File: config.mk
export PLATFORM = sky130hd
export DESIGN_NAME = uvlo_supervisor
export DESIGN_NICKNAME = d
export VERILOG_FILES = /design/src/rtl/uvlo_pkg.sv /design/src/rtl/uvlo_deglitch.sv /design/src/rtl/uvlo_hs_arm.sv /design/src/rtl/uvlo_status_bank.sv /design/src/rtl/uvlo_supervisor.sv
export SDC_FILE = /design/constraint.sdc
export NUM_CORES = 1
export LEC_CHECK = 0
export ABC_AREA = 1
export BUFFER_PORTS_ARGS = -buffer_cell sky130_fd_sc_hd__buf_2
export CAP_MARGIN = 20
export CORE_UTILIZATION = 54
export CTS_CLUSTER_SIZE = 16
export DETAILED_ROUTE_END_ITERATION = 8
export HOLD_SLACK_MARGIN = 0.15
export PLACE_DENSITY_LB_ADDON = 0.08
export SLEW_MARGIN = 30
export SYNTH_ARGS = -nofsm -noshare
export SYNTH_HDL_FRONTEND = slang
export SYNTH_SLANG_ARGS = --single-unit
File: constraint.sdc
create_clock -name clk -period 1.2 [get_ports clk]
set_input_delay 0.24 -clock clk [delete_from_list [all_inputs] [get_ports clk]]
set_output_delay 0.24 -clock clk [all_outputs]
set_load 0.01 [all_outputs]
File: src/rtl/uvlo_pkg.sv
package uvlo_pkg;
  // status vector layout: gate supply first, then phases in order
  localparam int unsigned STAT_GSUP = 0;

  function automatic int unsigned stat_boot(input int unsigned phase);
    return phase + 1;
  endfunction

  function automatic int unsigned cnt_width(input int unsigned cycles);
    return (cycles < 2) ? 1 : $clog2(cycles + 1);
  endfunction
endpackage

File: src/rtl/uvlo_deglitch.sv
module uvlo_deglitch #(
  parameter int unsigned CYCLES = 2000,
  parameter bit          INIT   = 1'b1
) (
  input  logic clk,
  input  logic rst_n,
  input  logic raw_i,
  output logic filt_o,
  output logic enter_o
);
  localparam int unsigned CW   = uvlo_pkg::cnt_width(CYCLES);
  localparam logic [CW-1:0] LAST = CW'(CYCLES - 1);

  logic [CW-1:0] cnt_q, cnt_d;
  logic          filt_q, filt_d;
  logic          differ, expire, cnt_en;

  always_comb begin
    differ  = raw_i ^ filt_q;
    expire  = differ && (cnt_q == LAST);
    cnt_en  = differ || (cnt_q != '0);
    cnt_d   = (differ && !expire) ? cnt_q + 1'b1 : '0;
    filt_d  = expire ? raw_i : filt_q;
    enter_o = expire && raw_i;
  end

  always_ff @(posedge clk or negedge rst_n) begin
    if (!rst_n) begin
      cnt_q  <= '0;
      filt_q <= INIT;
    end else begin
      if (cnt_en) cnt_q <= cnt_d;
      if (expire) filt_q <= filt_d;
    end
  end

  assign filt_o = filt_q;
endmodule

File: src/rtl/uvlo_hs_arm.sv
module uvlo_hs_arm (
  input  logic clk,
  input  logic rst_n,
  input  logic fault_i,
  input  logic pwm_i,
  output logic armed_o
);
  logic pwm_q;
  logic armed_q, armed_d;
  logic rise;

  always_comb begin
    rise = pwm_i && !pwm_q;
    if (fault_i)   armed_d = 1'b0;
    else if (rise) armed_d = 1'b1;
    else           armed_d = armed_q;
  end

  always_ff @(posedge clk or negedge rst_n) begin
    if (!rst_n) begin
      pwm_q   <= 1'b0;
      armed_q <= 1'b0;
    end else begin
      pwm_q   <= pwm_i;
      armed_q <= armed_d;
    end
  end

  assign armed_o = armed_q;
endmodule

File: src/rtl/uvlo_status_bank.sv
module uvlo_status_bank #(
  parameter int unsigned N = 4
) (
  input  logic         clk,
  input  logic         rst_n,
  input  logic [N-1:0] set_i,
  input  logic [N-1:0] clr_i,
  output logic [N-1:0] q_o
);
  logic [N-1:0] q_q, q_d, en;

  for (genvar i = 0; i < N; i++) begin : g_bit
    always_comb begin
      en[i]  = set_i[i] || clr_i[i];
      q_d[i] = set_i[i] ? 1'b1 : 1'b0;
    end

    always_ff @(posedge clk or negedge rst_n) begin
      if (!rst_n)     q_q[i] <= 1'b0;
      else if (en[i]) q_q[i] <= q_d[i];
    end
  end

  assign q_o = q_q;
endmodule

File: src/rtl/uvlo_supervisor.sv
module uvlo_supervisor #(
  parameter int unsigned PHASES   = 3,
  parameter int unsigned DEGLITCH = 2000
) (
  input  logic              clk,
  input  logic              rst_n,
  input  logic              gsup_uv_raw,
  input  logic [PHASES-1:0] boot_uv_raw,
  input  logic [PHASES-1:0] hs_pwm,
  input  logic [PHASES:0]   status_clr,
  output logic              gate_en,
  output logic [PHASES-1:0] hs_en,
  output logic              gsup_fault,
  output logic [PHASES-1:0] boot_fault,
  output logic [PHASES:0]   status_q
);
  localparam int unsigned NSTAT = PHASES + 1;

  logic              gsup_f, gsup_enter;
  logic [PHASES-1:0] boot_f, boot_enter, armed;
  logic [NSTAT-1:0]  stat_set;

  uvlo_deglitch #(.CYCLES(DEGLITCH), .INIT(1'b1)) u_gsup_flt (
    .clk(clk), .rst_n(rst_n), .raw_i(gsup_uv_raw),
    .filt_o(gsup_f), .enter_o(gsup_enter)
  );

  for (genvar p = 0; p < PHASES; p++) begin : g_phase
    uvlo_deglitch #(.CYCLES(DEGLITCH), .INIT(1'b1)) u_boot_flt (
      .clk(clk), .rst_n(rst_n), .raw_i(boot_uv_raw[p]),
      .filt_o(boot_f[p]), .enter_o(boot_enter[p])
    );

    uvlo_hs_arm u_arm (
      .clk(clk), .rst_n(rst_n), .fault_i(boot_f[p]),
      .pwm_i(hs_pwm[p]), .armed_o(armed[p])
    );

    assign stat_set[uvlo_pkg::stat_boot(p)] = boot_enter[p];
  end

  assign stat_set[uvlo_pkg::STAT_GSUP] = gsup_enter;

  uvlo_status_bank #(.N(NSTAT)) u_status (
    .clk(clk), .rst_n(rst_n), .set_i(stat_set),
    .clr_i(status_clr), .q_o(status_q)
  );

  always_comb begin
    gate_en    = !gsup_f;
    hs_en      = {PHASES{gate_en}} & armed & ~boot_f;
    gsup_fault = gsup_f;
    boot_fault = boot_f;
  end
endmodule

=== Word level (Yosys, flattened, before mapping) ===
Index checks and enable logic that the tools add are counted.

* Add/sub/neg operators: 4
* Equal/unequal tests: 4
* Mux-type cells: 14
* Bitwise operators: 7
* Reduce and logical (&&, ||, !) cells: 38

{| class="wikitable"
|+ Operator list
! operator !! number
|-
| adder 11 x 1 -> 11 bit (second input constant) || 4
|-
| equality test 11 bit (second input constant) || 4
|-
| 2-to-1 mux 11 bit || 4
|-
| nonzero test 11 bit || 4
|-
| logical AND 1 bit || 15
|-
| 2-to-1 mux 1 bit || 10
|-
| logical NOT 1 bit || 8
|-
| logical OR 1 bit || 8
|-
| bitwise AND 3 bit || 2
|-
| nonzero test 2 bit || 3
|-
| XOR 1 bit || 4
|-
| inverter 3 bit || 1
|}

* Register bits: 58
* Output and inout port bits: 12

=== Depth between registers and ports, before layout ===
* Word-level depth: 5
* Gate-level depth with buffers: 7
* Depth with buffers taken out: 7

=== Modules after synthesis ===
From an unflattened synthesis, not the netlist that was laid out.

* Cell total of the unflattened synthesis: 429
* Area, all modules: 3354.5 sq um

{| class="wikitable"
|+ By module, submodules not included
! module !! instances !! cells each !! area an instance (sq um) !! seq. area each (sq um)
|-
| uvlo_deglitch || 4 || 96 || 739.5 || 301.5
|-
| uvlo_hs_arm || 3 || 6 || 70.1 || 50.0
|-
| uvlo_status_bank || 1 || 20 || 160.2 || 100.1
|-
| uvlo_supervisor || 1 || 7 || 26.3 || 0.0
|}

=== Worst setup path after synthesis ===
No wires, ideal clock.

* Path type: register to register
* Start point: reg g_phase[0].u_boot_flt.cnt_q[0]
* End point: reg g_phase[0].u_boot_flt.cnt_q[10]
* Library setup time: 121 ps
* Arrival time: 1099 ps
* Path slack: -20 ps
* Stages on the path, launching flop included: 7
* Buffers on the path: 0
* Path through: dfrtp_1 -> ha_1 -> inv_1 -> nor2_2 -> nand3_2 -> nand2_2 -> nor2_1

* Longest elaborated chain between the ends: 5
* Elaborated cells on any way between the ends: 8
* Those cells by class: 1 x add/sub; 1 x eq/ne; 1 x mux; 5 x reduce/logical

{| class="wikitable"
|+ Ends and longest elaborated chain
! element !! RTL line !! source
|-
| start: declaration || uvlo_deglitch.sv:14 || <nowiki>logic [CW-1:0] cnt_q, cnt_d;</nowiki>
|-
| start signal: assignment || uvlo_deglitch.sv:32 || <nowiki>if (cnt_en) cnt_q <= cnt_d;</nowiki>
|-
| parallel branches: the longest is 5 deep, another holds adder 11 x 1 -> 11 bit || - ||
|}

Parallel ways; which one is timed is not known.
A chain may end at the register's enable or synchronous reset.

=== Worst setup path in the final report ===
* Start point: reg u_gsup_flt.filt_q, in the netlist u_gsup_flt.filt_o
* End point: out hs_en[1]

* Longest elaborated chain between the ends: 3

{| class="wikitable"
|+ Ends and longest elaborated chain
! element !! RTL line !! source
|-
| start: declaration || uvlo_deglitch.sv:15 || <nowiki>logic filt_q, filt_d;</nowiki>
|-
| start signal: assignment || uvlo_deglitch.sv:33 || <nowiki>if (expire) filt_q <= filt_d;</nowiki>
|-
| logical NOT 1 bit || uvlo_supervisor.sv:50 || <nowiki>gate_en = !gsup_f;</nowiki>
|-
| bitwise AND 3 bit (2 in series) || uvlo_supervisor.sv:51 || <nowiki>hs_en = {PHASES{gate_en}} & armed & ~boot_f;</nowiki>
|-
| end: declaration || uvlo_supervisor.sv:12 || <nowiki>output logic [PHASES-1:0] hs_en,</nowiki>
|}

No other way between the ends.

==> metrics.txt <==
Worst setup EP type=output port; number of buffers and inverters on the critical path=2; crit path setup slack, layout=-0.244 ns; via count of the first global-routing pass=3049; final critical path time including I/O delays and setup=1.44 ns; Placed Instances=555; area taken by flip-flops and latches=1460 um^2; worst slack on hold paths=0.152 ns; maximum number of pins on one net before global-route repair=59; count of placed standard cells in the final layout, fillers left out=598; net count after synthesis=444; share of total power consumed by net switching=29.2%; critical path start-end classification=flop to output port; share of total power in the clock network=36.9%; max cap viols=0; fraction of the cycle the final worst path needs=120%; sequential share of power=41.7%; pin slew with the least headroom to its limit=0.336 ns; sequential-to-total area share from yosys stat=45.0%; clock transition at the register clock pins on the worst setup and hold paths after CTS=0.07 ns; global-route congestion overflow total=0; die height=79.5 um; first-iteration detailed-routing DRC count=284; cell family contributing the most delay on the critical path=flip-flops; count of port buffers added during placement=24; routability congestion estimate=0.825; number of distinct standard cells referenced by the synthesized netlist=22; average wire per cell in the routed design=15.0 um; area occupied by multi-input gates=1970 um^2; ANT nets after route=0; Die Footprint=6310 um^2; Total Negative Setup Slacks=-5.48 ns; detail-routed via count per cell=5.41; kind of start point of the critical path=flop; M1 wire length=3.58 mm; Clock Latency Late Sink=0.34 ns; CP cell instances=buf_4, nor3_2, buf_2; number of clock buffers inserted by TritonCTS=9; Max stage delay cell, worst path=sky130_fd_sc_hd__dfstp_2; Worst EP required=0.96 ns; setup slack after placement=-0.0659 ns; met2 wirelength from detailed routing=4.65 mm; highest achievable clock rate=693 MHz; placeable core region=5640 um^2; violated checks=negative setup slack; warnings from Yosys=0; half-perimeter wire length after placement=4.83 mm; starting utilization of the core area=57.4%; Worst Clk Skew=0.00872 ns; final setup vio count=55; diode insertion count for antenna repair=0; area added between synthesis and finish=43.8%; io pins=25; number of instances in the synthesized netlist=423; status=finished, violations left; Total Routing Usage GR=27.2%; Internal=3.83 mW; number of max-slew violations in the final report=0; H-tree level count=3; number of antenna violations at the first check in global routing=0; Syn Area/Cell=7.66 um^2; leakage power summed over all cells=2.15 nW; Root Buffer=sky130_fd_sc_hd__clkbuf_8; DRC violations left=0; highest ir drop seen on vdd=1.18 mV; width of the die=79.5 um; share of layout cells above drive strength 1=39.4%; utilization after layout=82.6%; count of clock tree sinks=58; Post-layout nets=542; first-pass GRT wire length=13.3 mm; detailed route wirelength on metal3=380 um; number of iterations in the first detailed-routing pass=5; RSZ-0062 raised after global routing=true; CP max stage delay=0.56 ns; Slew HR=77.6%; maximum fanout along the worst path=3; Hold WC Path Type=input pin to flop; total detailed-routing wirelength=8.97 mm; maximum root-to-sink buffer count=2; number of register bits inferred by synthesis=58; # fillers=332; TritonCTS clock tree=yes; Gate power share=21.4%; post-synth design cell area=3240 um^2; WP data arrival=1.20 ns; number of vias after detailed routing=3236; number of standard-cell rows in the floorplan=27; hold violation total from the final report=0; power per cell area=1160 nW/um^2; Net Switching=1.58 mW; highest metal layer used by the detailed router=met4
-- timing repair --
action	4_1_cts	5_1_grt
resized for setup	40	85
pin swaps	19	35
buffers inserted	10	6
hold endpoints to repair	63	0
setup endpoints to repair	45	60
cloned	3	1
hold buffers	8	0
-- cell usage in the layout (no fill, tap or decap), types with 13 or more instances in the layout --
cell                       count
sky130_fd_sc_hd__nand2_1     107
sky130_fd_sc_hd__inv_1        56
sky130_fd_sc_hd__dfrtp_1      49
sky130_fd_sc_hd__buf_4        43
sky130_fd_sc_hd__nand3_1      40
sky130_fd_sc_hd__nor2_1       29
sky130_fd_sc_hd__nor2_2       24
sky130_fd_sc_hd__nor2_4       20
sky130_fd_sc_hd__buf_2        20
sky130_fd_sc_hd__buf_6        14
sky130_fd_sc_hd__nand3_2      13
sky130_fd_sc_hd__clkbuf_8     13
-- metal layers --
metal	up-vias	GRT usage, %
li1	1509	-
met1	1578	33.9
met2	113	46.1
met3	36	4.46
met4	0	12.4
met5	-	0
-- through the flow --
step	cell area, um^2	power (mW)
floorplan	3250	2.74
global placement	3740	3.08
detailed placement	3740	3.12
CTS	4310	5.19
global route	4660	5.64
finish	4660	5.41
-- sequential cells by signal, summed over array words and instances (netlist names) --
register / cells
g_phase.u_boot_flt.filt_o: 3
g_phase.u_boot_flt.cnt_q: 33
g_phase.u_arm.armed_o: 3
g_phase.u_arm.pwm_q: 3
u_gsup_flt.cnt_q: 11
u_gsup_flt.filt_o: 1
u_status.q_o: 4
-- worst paths after layout --
check	startpoint	to	slack, ns	cells past startpoint
setup / recovery	u_gsup_flt.filt_o	hs_en[1]	-0.24	3
max in group asynchronous	rst_n	g_phase[2].u_boot_flt.filt_o	0.44	3
hold / removal	boot_uv_raw[2]	g_phase[2].u_boot_flt.filt_o	0.15	3
setup reg to reg	u_gsup_flt.filt_o	u_gsup_flt.cnt_q[6]	-0.18	5
hold reg to reg	u_status.q_o[0]	u_status.q_o[0]	0.48	2
min in group asynchronous	rst_n	u_gsup_flt.cnt_q[2]	0.41	3
-- cell usage after synthesis --
cell,number,area share [%]
sky130_fd_sc_hd__nand4_1,4,0.77
sky130_fd_sc_hd__nand3_1,50,7.7
sky130_fd_sc_hd__nand3_2,7,2.2
sky130_fd_sc_hd__nor3_1,4,0.62
sky130_fd_sc_hd__nand2_4,1,0.35
sky130_fd_sc_hd__xor2_2,3,1.5
sky130_fd_sc_hd__nor2_4,6,2.1
sky130_fd_sc_hd__a21oi_1,7,1.1
sky130_fd_sc_hd__nor2_1,59,6.8
sky130_fd_sc_hd__buf_4,3,0.70
sky130_fd_sc_hd__o21ai_0,8,1.2
sky130_fd_sc_hd__inv_1,63,7.3
sky130_fd_sc_hd__nand2_1,115,13
sky130_fd_sc_hd__o21bai_1,1,0.23
sky130_fd_sc_hd__dfrtp_1,54,42
sky130_fd_sc_hd__xnor2_1,5,1.4
sky130_fd_sc_hd__nand2_2,4,0.77
sky130_fd_sc_hd__ha_1,8,3.1
sky130_fd_sc_hd__dfstp_2,4,3.2
sky130_fd_sc_hd__o22ai_1,1,0.19
sky130_fd_sc_hd__xor2_1,8,2.2
sky130_fd_sc_hd__nor2_2,8,1.5
-- cell families after synthesis --
logic type | after synthesis | synth area share, %
AND/OR/NAND/NOR | 258 | 36.2
XOR/XNOR | 16 | 5.02
adder cells (fa/ha/maj) | 8 | 3.09
flip-flops | 58 | 45.0
AO/OA/AOI/OAI | 17 | 2.74
buffers and inverters | 66 | 8.00
-- area by class of cell --
type,instances,share of cell area (%)
Multi-Input combinational cell,303,42.3
Sequential cell,58,31.4
Timing Repair Buffer,86,14.6
Inverter,63,5.08
Clock buffer,15,4.00
Tap cell,72,1.93
Clock inverter,1,0.644
-- worst register-to-register path: stages (launching register included) --
cell and delay (ns):
sky130_fd_sc_hd__dfstp_2 0.56, sky130_fd_sc_hd__buf_4 0.13, sky130_fd_sc_hd__buf_4 0.13, sky130_fd_sc_hd__xor2_4 0.25, sky130_fd_sc_hd__nand2_2 0.14, sky130_fd_sc_hd__nor2_1 0.10
-- power groups by stage --
stage	clock network, mW	registers, mW	logic, mW
floorplan	0	2.27	0.475
global placement	0	2.23	0.850
detailed placement	0	2.25	0.874
CTS	1.99	2.22	0.977
global route	2.09	2.27	1.28
finish	2.00	2.26	1.16
Note: power is estimated with default switching activity, not from simulation.
